File: config.mk
export PLATFORM = sky130hd
export DESIGN_NAME = ctl_ep_handshake
export DESIGN_NICKNAME = d
export VERILOG_FILES = /design/src/rtl/ctl_ep_pkg.sv /design/src/rtl/ctl_prime_track.sv /design/src/rtl/ctl_hs_select.sv /design/src/rtl/ctl_ep_handshake.sv
export SDC_FILE = /design/constraint.sdc
export NUM_CORES = 1
export LEC_CHECK = 0
export ABC_AREA = 0
export CAP_MARGIN = 20
export CORE_MARGIN = 3
export CORE_UTILIZATION = 30
export CTS_BUF_LIST = sky130_fd_sc_hd__clkbuf_8
export DETAILED_ROUTE_END_ITERATION = 12
export DONT_BUFFER_PORTS = 1
export PLACE_DENSITY_LB_ADDON = 0.3
export SYNTH_ARGS = -nofsm -noshare
export SYNTH_HDL_FRONTEND = slang
export SYNTH_SLANG_ARGS = --single-unit
File: constraint.sdc
create_clock -name clk -period 1.1 [get_ports clk]
set_input_delay 0.275 -clock clk [delete_from_list [all_inputs] [get_ports clk]]
set_output_delay 0.275 -clock clk [all_outputs]
set_load 0.02 [all_outputs]
File: src/rtl/ctl_ep_pkg.sv
package ctl_ep_pkg;

  typedef enum logic [1:0] {
    TOK_SETUP = 2'd0,
    TOK_OUT   = 2'd1,
    TOK_IN    = 2'd2,
    TOK_RSVD  = 2'd3
  } tok_e;

  typedef enum logic [2:0] {
    HS_ACK   = 3'd0,
    HS_NAK   = 3'd1,
    HS_NYET  = 3'd2,
    HS_STALL = 3'd3,
    HS_DATA  = 3'd4
  } hs_e;

  localparam int DIR_RX = 0;
  localparam int DIR_TX = 1;
  localparam int NUM_DIR = 2;

  // A descriptor may be used only if it is valid and carries no multiplier.
  function automatic logic desc_usable(input logic valid, input logic mult_nonzero);
    return valid && !mult_nonzero;
  endfunction

  // Handshake for one token given the endpoint state.
  function automatic hs_e pick_hs(input logic [1:0] tok, input logic stalled,
                                  input logic rx_rdy, input logic tx_rdy,
                                  input logic room);
    hs_e r;
    r = HS_NAK;
    unique case (tok)
      TOK_SETUP: r = HS_ACK;
      TOK_OUT: begin
        if (stalled)     r = HS_STALL;
        else if (!rx_rdy) r = HS_NAK;
        else if (room)   r = HS_ACK;
        else             r = HS_NYET;
      end
      TOK_IN: begin
        if (stalled)     r = HS_STALL;
        else if (!tx_rdy) r = HS_NAK;
        else             r = HS_DATA;
      end
      default: r = HS_NAK;
    endcase
    return r;
  endfunction

endpackage

File: src/rtl/ctl_prime_track.sv
module ctl_prime_track #(
  parameter int PRIME_LAT = 4
) (
  input  logic clk,
  input  logic rst_n,
  input  logic start,
  input  logic setup_seen,
  input  logic desc_ok,
  input  logic consume,
  output logic busy,
  output logic ready,
  output logic done_ok,
  output logic done_fail
);
  localparam int CNT_W = (PRIME_LAT > 1) ? $clog2(PRIME_LAT) : 1;
  localparam logic [CNT_W-1:0] CNT_LOAD = CNT_W'(PRIME_LAT - 1);

  logic [CNT_W-1:0] cnt;
  logic             aborted;
  logic             finish;
  logic             verdict;

  assign finish  = busy && (cnt == '0);
  assign verdict = desc_ok && !aborted && !setup_seen;

  always_ff @(posedge clk) begin
    if (!rst_n) begin
      busy      <= 1'b0;
      cnt       <= '0;
      aborted   <= 1'b0;
      done_ok   <= 1'b0;
      done_fail <= 1'b0;
    end else begin
      done_ok   <= 1'b0;
      done_fail <= 1'b0;
      if (!busy) begin
        if (start) begin
          busy    <= 1'b1;
          cnt     <= CNT_LOAD;
          aborted <= setup_seen;
        end
      end else begin
        if (setup_seen) aborted <= 1'b1;
        if (finish) begin
          busy      <= 1'b0;
          done_ok   <= verdict;
          done_fail <= !verdict;
        end else begin
          cnt <= cnt - 1'b1;
        end
      end
    end
  end

  always_ff @(posedge clk) begin
    if (!rst_n)          ready <= 1'b0;
    else if (setup_seen) ready <= 1'b0;
    else if (finish)     ready <= verdict;
    else if (consume)    ready <= 1'b0;
  end

endmodule

File: src/rtl/ctl_hs_select.sv
module ctl_hs_select
  import ctl_ep_pkg::*;
(
  input  logic       clk,
  input  logic       rst_n,
  input  logic       tok_valid,
  input  logic [1:0] tok_type,
  input  logic       tok_last,
  input  logic       stall,
  input  logic       out_room,
  input  logic [1:0] ready,
  output logic [1:0] consume,
  output logic       hs_valid,
  output logic [2:0] hs_code
);
  logic tok_known;
  hs_e  hs_next;

  assign tok_known = tok_valid && (tok_type != TOK_RSVD);
  assign hs_next   = pick_hs(tok_type, stall, ready[DIR_RX], ready[DIR_TX], out_room);

  assign consume[DIR_RX] = tok_valid && (tok_type == TOK_OUT) && !stall &&
                           ready[DIR_RX] && tok_last;
  assign consume[DIR_TX] = tok_valid && (tok_type == TOK_IN) && !stall &&
                           ready[DIR_TX] && tok_last;

  always_ff @(posedge clk) begin
    if (!rst_n) begin
      hs_valid <= 1'b0;
      hs_code  <= HS_ACK;
    end else begin
      hs_valid <= tok_known;
      if (tok_known) hs_code <= hs_next;
    end
  end

endmodule

File: src/rtl/ctl_ep_handshake.sv
module ctl_ep_handshake
  import ctl_ep_pkg::*;
#(
  parameter int PRIME_LAT = 4,
  parameter int MULT_W    = 2
) (
  input  logic              clk,
  input  logic              rst_n,
  input  logic [1:0]        prime_req,
  input  logic              desc_valid,
  input  logic [MULT_W-1:0] desc_mult,
  input  logic              setup_clr,
  input  logic              stall,
  input  logic              tok_valid,
  input  logic [1:0]        tok_type,
  input  logic              tok_last,
  input  logic              out_room,
  output logic [1:0]        prime_busy,
  output logic [1:0]        ready,
  output logic [1:0]        prime_ok,
  output logic [1:0]        prime_fail,
  output logic              setup_pend,
  output logic              hs_valid,
  output logic [2:0]        hs_code
);
  // Named internal events, also used by the checker.
  logic       setup_now;
  logic [1:0] start;
  logic [1:0] consume;
  logic       desc_ok;

  assign setup_now = tok_valid && (tok_type == TOK_SETUP);
  assign desc_ok   = desc_usable(desc_valid, |desc_mult);

  always_ff @(posedge clk) begin
    if (!rst_n)         setup_pend <= 1'b0;
    else if (setup_now) setup_pend <= 1'b1;
    else if (setup_clr) setup_pend <= 1'b0;
  end

  for (genvar d = 0; d < NUM_DIR; d++) begin : g_dir
    assign start[d] = prime_req[d] && !setup_pend;

    ctl_prime_track #(.PRIME_LAT(PRIME_LAT)) u_track (
      .clk       (clk),
      .rst_n     (rst_n),
      .start     (start[d]),
      .setup_seen(setup_now),
      .desc_ok   (desc_ok),
      .consume   (consume[d]),
      .busy      (prime_busy[d]),
      .ready     (ready[d]),
      .done_ok   (prime_ok[d]),
      .done_fail (prime_fail[d])
    );
  end

  ctl_hs_select u_hs (
    .clk      (clk),
    .rst_n    (rst_n),
    .tok_valid(tok_valid),
    .tok_type (tok_type),
    .tok_last (tok_last),
    .stall    (stall),
    .out_room (out_room),
    .ready    (ready),
    .consume  (consume),
    .hs_valid (hs_valid),
    .hs_code  (hs_code)
  );

endmodule

## Yosys cells after proc, flatten, opt, wreduce, memory -nomap -nowiden

Cells that the tools add are included.

- Flip-flop bits (word level): 19
- Input bits: 14

- Add/subtract/negate cells: 2
- Equal/unequal tests: 7
- Multiplexer cells: 29
- Bitwise gates (word level): 1
- Reduce and logical (&&, ||, !) cells: 43

Operator list:

| kind | number |
|---|---|
| logical AND 1 bit | 19 |
| 2-to-1 mux 1 bit | 17 |
| 2-to-1 mux 2 bit | 7 |
| 2-to-1 mux 3 bit | 4 |
| nonzero test 2 bit | 5 |
| case mux 3 bit (3 select lines) | 1 |
| logical NOT 1 bit | 8 |
| != test 2 bit (second input constant) | 4 |
| AND reduction 2 bit | 4 |
| logical NOT 2 bit | 3 |
| AND reduction 3 bit | 2 |
| OR reduction 2 bit | 2 |
| subtractor 2 x 1 -> 2 bit (second input constant) | 2 |
| == test 2 x 1 -> 1 bit (second input constant) | 1 |
| == test 2 bit (second input constant) | 1 |
| != test 2 x 1 -> 1 bit (second input constant) | 1 |
| inverter 1 bit | 1 |

## Logic depth before layout (Yosys ltp)

- Depth in word-level cells: 7
- Mapped depth: 5

## Modules after synthesis

Synthesis repeated with hierarchy kept, for this count alone.

- Cells, all modules: 91
- Area total of the unflattened synthesis: 889.6 sq um

Modules (own cells, without submodules):

| module | instances | cells an instance | area each (sq um) | seq. area each (sq um) |
|---|---|---|---|---|
| ctl_prime_track | 2 | 30 | 305.3 | 140.1 |
| ctl_hs_select | 1 | 24 | 212.7 | 80.1 |
| ctl_ep_handshake | 1 | 7 | 66.3 | 20.0 |

## Worst setup path after synthesis

OpenSTA, ideal clock, no wires.

- Path kind: register to register
- Start: reg setup_pend
- End: reg g_dir[1].u_track.aborted
- Data arrival time: 1.075 ns
- Path slack: -0.094 ns
- Stages on the path, launching flop included: 4
- Buffers on the path: 0
- Cell sequence: dfxtp_1 -> or3b_2 -> o21ai_0 -> a21oi_1

- Word-level cells in the longest chain between the ends: 4

RTL lines:

| what | line | source |
|---|---|---|
| start, declared | ctl_ep_handshake.sv:22 | `output logic setup_pend,` |
| start signal, assigned | ctl_ep_handshake.sv:36 | `if (!rst_n) setup_pend <= 1'b0;` |
| start signal, assigned | ctl_ep_handshake.sv:37 | `else if (setup_now) setup_pend <= 1'b1;` |
| start signal, assigned | ctl_ep_handshake.sv:38 | `else if (setup_clr) setup_pend <= 1'b0;` |
| logical NOT 1 bit | ctl_ep_handshake.sv:42 | `assign start[d] = prime_req[d] && !setup_pend;` |
| logical AND 1 bit | ctl_ep_handshake.sv:42 |  |
| nonzero test 2 bit (no source line) | -- |  |
| AND reduction 2 bit (no source line) | -- |  |
| end signal, assigned | ctl_prime_track.sv:40 | `aborted <= setup_seen;` |
| end, declared | ctl_prime_track.sv:19 | `logic aborted;` |

Every way passes these cells.
A chain may end at the register's enable or synchronous reset.

## Worst setup path in the final report

- Start: reg g_dir[1].u_track.aborted
- End: reg g_dir[1].u_track.done_fail

- Word-level cells in the longest chain between the ends: 4

RTL lines:

| what | line | source |
|---|---|---|
| logical NOT 1 bit | ctl_prime_track.sv:24 | `assign verdict = desc_ok && !aborted && !setup_seen;` |
| logical AND 1 bit (2 in a row) | ctl_prime_track.sv:24 |  |
| logical NOT 1 bit | ctl_prime_track.sv:47 | `done_fail <= !verdict;` |
| end signal, assigned | ctl_prime_track.sv:47 |  |
| end, declared | ctl_prime_track.sv:13 | `output logic done_fail` |

Every way passes these cells.

==> flow_summary.ini <==
[place]
io_buffers = 0
dp_hpwl_um = 1380
place.gp.congestion = 0.659
dpl_cell_area_um2 = 941

[die]
core.rowCount = 19
initial_core_util_pct = 32.4
io_pins = 27
dieArea_um2 = 3760
core_area_um2 = 2830
die_w_um = 61.3
die_y_um = 61.3

[cts]
cts_buffers = 3
clockBufferDepth = 2
clock_latency_ns = 0.25
clkSlewWorstSetupHoldPaths_ns = 0.07
cts_sinks = 19
cts_tree = yes
postCtsSetupRepairBufs = 0
htreeDepth = 1
root_buffer = clkbuf_8

[final_layout]
final_net_count = 119
design_area_um2 = 1040
drive_gt1_share_pct = 28.4
areaGrowthSynthToFinish_pct = 13.6
num_antenna_cells = 0

[hold_path]
min_to = g_dir[0].u_track.aborted
worstHoldStart = rst_n
hold_class = in -> reg
whs_path_depth = 2

[detailed_routing]
drt-pass1-iter-count = 5
drtIter0Drc = 32
routed_wl_um = 1780
route.vias.total = 694
post_drt_wl_per_cell_um = 13.4
via_per_inst = 5.22
met3_length_um = 136
wl_met1_um = 790
met2_length_um = 833
top_layer_used = met4
drcViolationCount = 0
ant_nets = 0

[synthesis]
ys_async_sr_fraction_pct = 0
ys_seq_area_share_pct = 41.5
ys_seq_elements = 19
synth_top_family_by_area = simple AND/OR/NAND/NOR gates
netlist-cell-type-count = 27
synthesis.area_um2 = 917
avgSynthCellArea_um2 = 8.99
synth_compound_area_share_pct = 17.1
synthSimpleGateAreaFrac_pct = 26.7
synth-adder-area-share_pct = 2.73
synthMuxAreaShare_pct = 0
syn_inst = 102
synth_xor_area_share_pct = 0.955
syn_nets = 118
synth-edff-count = 0
yosys_warnings = 0
synthFlopType = dfxtp_1

[timing]
relSlewSlack_pct = 67.8
worst_slew_pin_slew_ns = 0.478
min_period_ns = 1.10
finalSetupTns_ns = -0.00485
setup_viol = 1
fin_skew_ns = 0.00205
fin_hold_ws_ns = 0.117
rsz0062_at_grt = true
worst_slack_ns = -0.00485
fin_crit_sh_pct = 100
hold_viol = 0
final-max-slew-violation-count = 0
clock.fmax_mhz = 905

[critical_path]
cp-end-kind = flip-flop
r2r_start = g_dir[1].u_track.aborted
rrSetupSlack_ns = -0.005
cp-start-kind = flip-flop
cp_max_fo = 3
r2r_end = g_dir[1].u_track.done_fail
arrival_ns = 1.25
crit_type = reg -> reg
cp_data_required_time_ns = 1.24
worstRegToRegCells = 2

[power_and_ir_drop]
internal_power_mw = 1.13
ir_drop_uv = 423
p_seq_share_pct = 52.0
switchingPower_mw = 0.387
clock_power_share_pct = 30.4
powerDensity_nw_per_um2 = 1450
p_sw_share_pct = 25.5
power.share.combinational_pct = 17.5
p_leak_nw = 0.405
p_total_mw = 1.51

[global_route]
grt_pass1_vias = 674
antenna_found_initial = 0
grt_remaining_overflow = 0
grt_use_total_pct = 10.6
grt_max_degree = 20
grt_pass1_wl_um = 2880

[run_status]
violations = negative setup slack
status = finished with violations

[run]
cap_violations = 0
## cell usage in the layout, fill, tap and decap left out, drive strengths merged
master / netlist / routed
nand3b: 2 / 2
nor2: 3 / 3
nand4b: 3 / 3
o211a: 3 / 3
a21boi: 2 / 2
a21oi: 3 / 3
nor3b: 2 / 2
nand3: 5 / 5
and2: 2 / 2
o41ai: 1 / 1
o21ai: 7 / 7
o21a: 2 / 2
or3b: 1 / 1
ha: 2 / 2
nand2: 6 / 6
nor2b: 9 / 9
a31oi: 1 / 1
xor2: 1 / 1
clkbuf: 2 / 3
or4: 2 / 2
inv: 9 / 10
buf: 8 / 6
nand2b: 4 / 4
dfxtp: 19 / 19
o22ai: 3 / 3
## Yosys cell counts (3+ instances only)
master    count  area [um^2]
nand4b_1      3         26.3
o21ai_0       7         35.0
nor2b_1       9         56.3
o211a_1       3         30.0
nor2_1        3         11.3
nand2b_1      4         25.0
dfxtp_1      19          380
buf_4         8         60.1
nand3_1       5         25.0
a21oi_1       3         15.0
nand2_1       6         22.5
inv_1         9         33.8
## layer usage
metal	global-route usage, %	vias up
met5	0	-
met4	4.64	0
met3	4.19	2
met2	17.1	23
met1	12.5	325
li1	-	344
## stage by stage
| step | worst slack (ns) | std cells | util [%] |
|---|---|---|---|
| floorplan | -0.0642 | 102 | - |
| global placement | -0.0678 | 129 | 33.3 |
| detailed placement | -0.0798 | 129 | 33.3 |
| CTS | -0.00709 | 133 | 35.0 |
| global route | -0.0278 | 133 | 36.8 |
| finish | -0.00485 | 133 | 36.8 |
## repair_timing
| action | CTS | global route |
|---|---|---|
| gates resized for setup | 4 | 16 |
| hold buffers | 0 | 0 |
| pin swaps | 3 | 2 |
| setup endpoints to repair | 5 | 12 |
## power groups by stage
stage / Clock (mW) / Combinational (mW) / Sequential, mW
2_1_floorplan: 0 / 0.199 / 0.788
3_3_place_gp: 0 / 0.211 / 0.795
3_5_place_dp: 0 / 0.222 / 0.797
4_1_cts: 0.481 / 0.223 / 0.782
5_1_grt: 0.520 / 0.302 / 0.796
6_report: 0.461 / 0.266 / 0.788
## critical path, cell delays in order (launching register included)
cell	delay (ns)
dfxtp_2	0.33
or4_4	0.52
nor2b_1	0.14
## final cells by class
| class | instances | area [um^2] |
|---|---|---|
| Clock inverter | 1 | 3.75 |
| Timing Repair Buffer | 6 | 52.6 |
| Tap cell | 31 | 38.8 |
| Multi-Input combinational cell | 64 | 483 |
| Fill cell | 287 | 1790 |
| Inverter | 9 | 33.8 |
| Clock buffer | 3 | 41.3 |
| Sequential cell | 19 | 389 |
## registers in the layout, indices dropped and copies added, names as in the netlist, 2 cells and up
name	cells
g_dir.u_track.done_fail	2
g_dir.u_track.done_ok	2
g_dir.u_track.ready	2
g_dir.u_track.cnt	4
u_hs.hs_code	3
g_dir.u_track.busy	2
g_dir.u_track.aborted	2
## worst max-delay path by stage
stage                                   startpoint                         end  slack (ns)  depth (start not counted)
after CTS                 g_dir[1].u_track.aborted  g_dir[1].u_track.done_fail      -0.007                          2
after floorplan                          tok_valid  g_dir[0].u_track.done_fail       -0.06                          3
final                     g_dir[1].u_track.aborted  g_dir[1].u_track.done_fail      -0.005                          2
after global routing      g_dir[1].u_track.aborted  g_dir[1].u_track.done_fail       -0.03                          2
after detailed placement                 tok_valid  g_dir[1].u_track.done_fail       -0.08                          3
after global placement                   tok_valid  g_dir[1].u_track.done_fail       -0.07                          3
## logic make-up (layout without fill, tap and decap cells)
logic type,after synthesis,after routing
AND/OR/NAND/NOR,39,39
AO/OA/AOI/OAI,22,22
flip-flops,19,19
buffers and inverters,19,19
adder cells (fa/ha/maj),2,2
XOR/XNOR,1,1
Power figures use the tool's default switching activity.
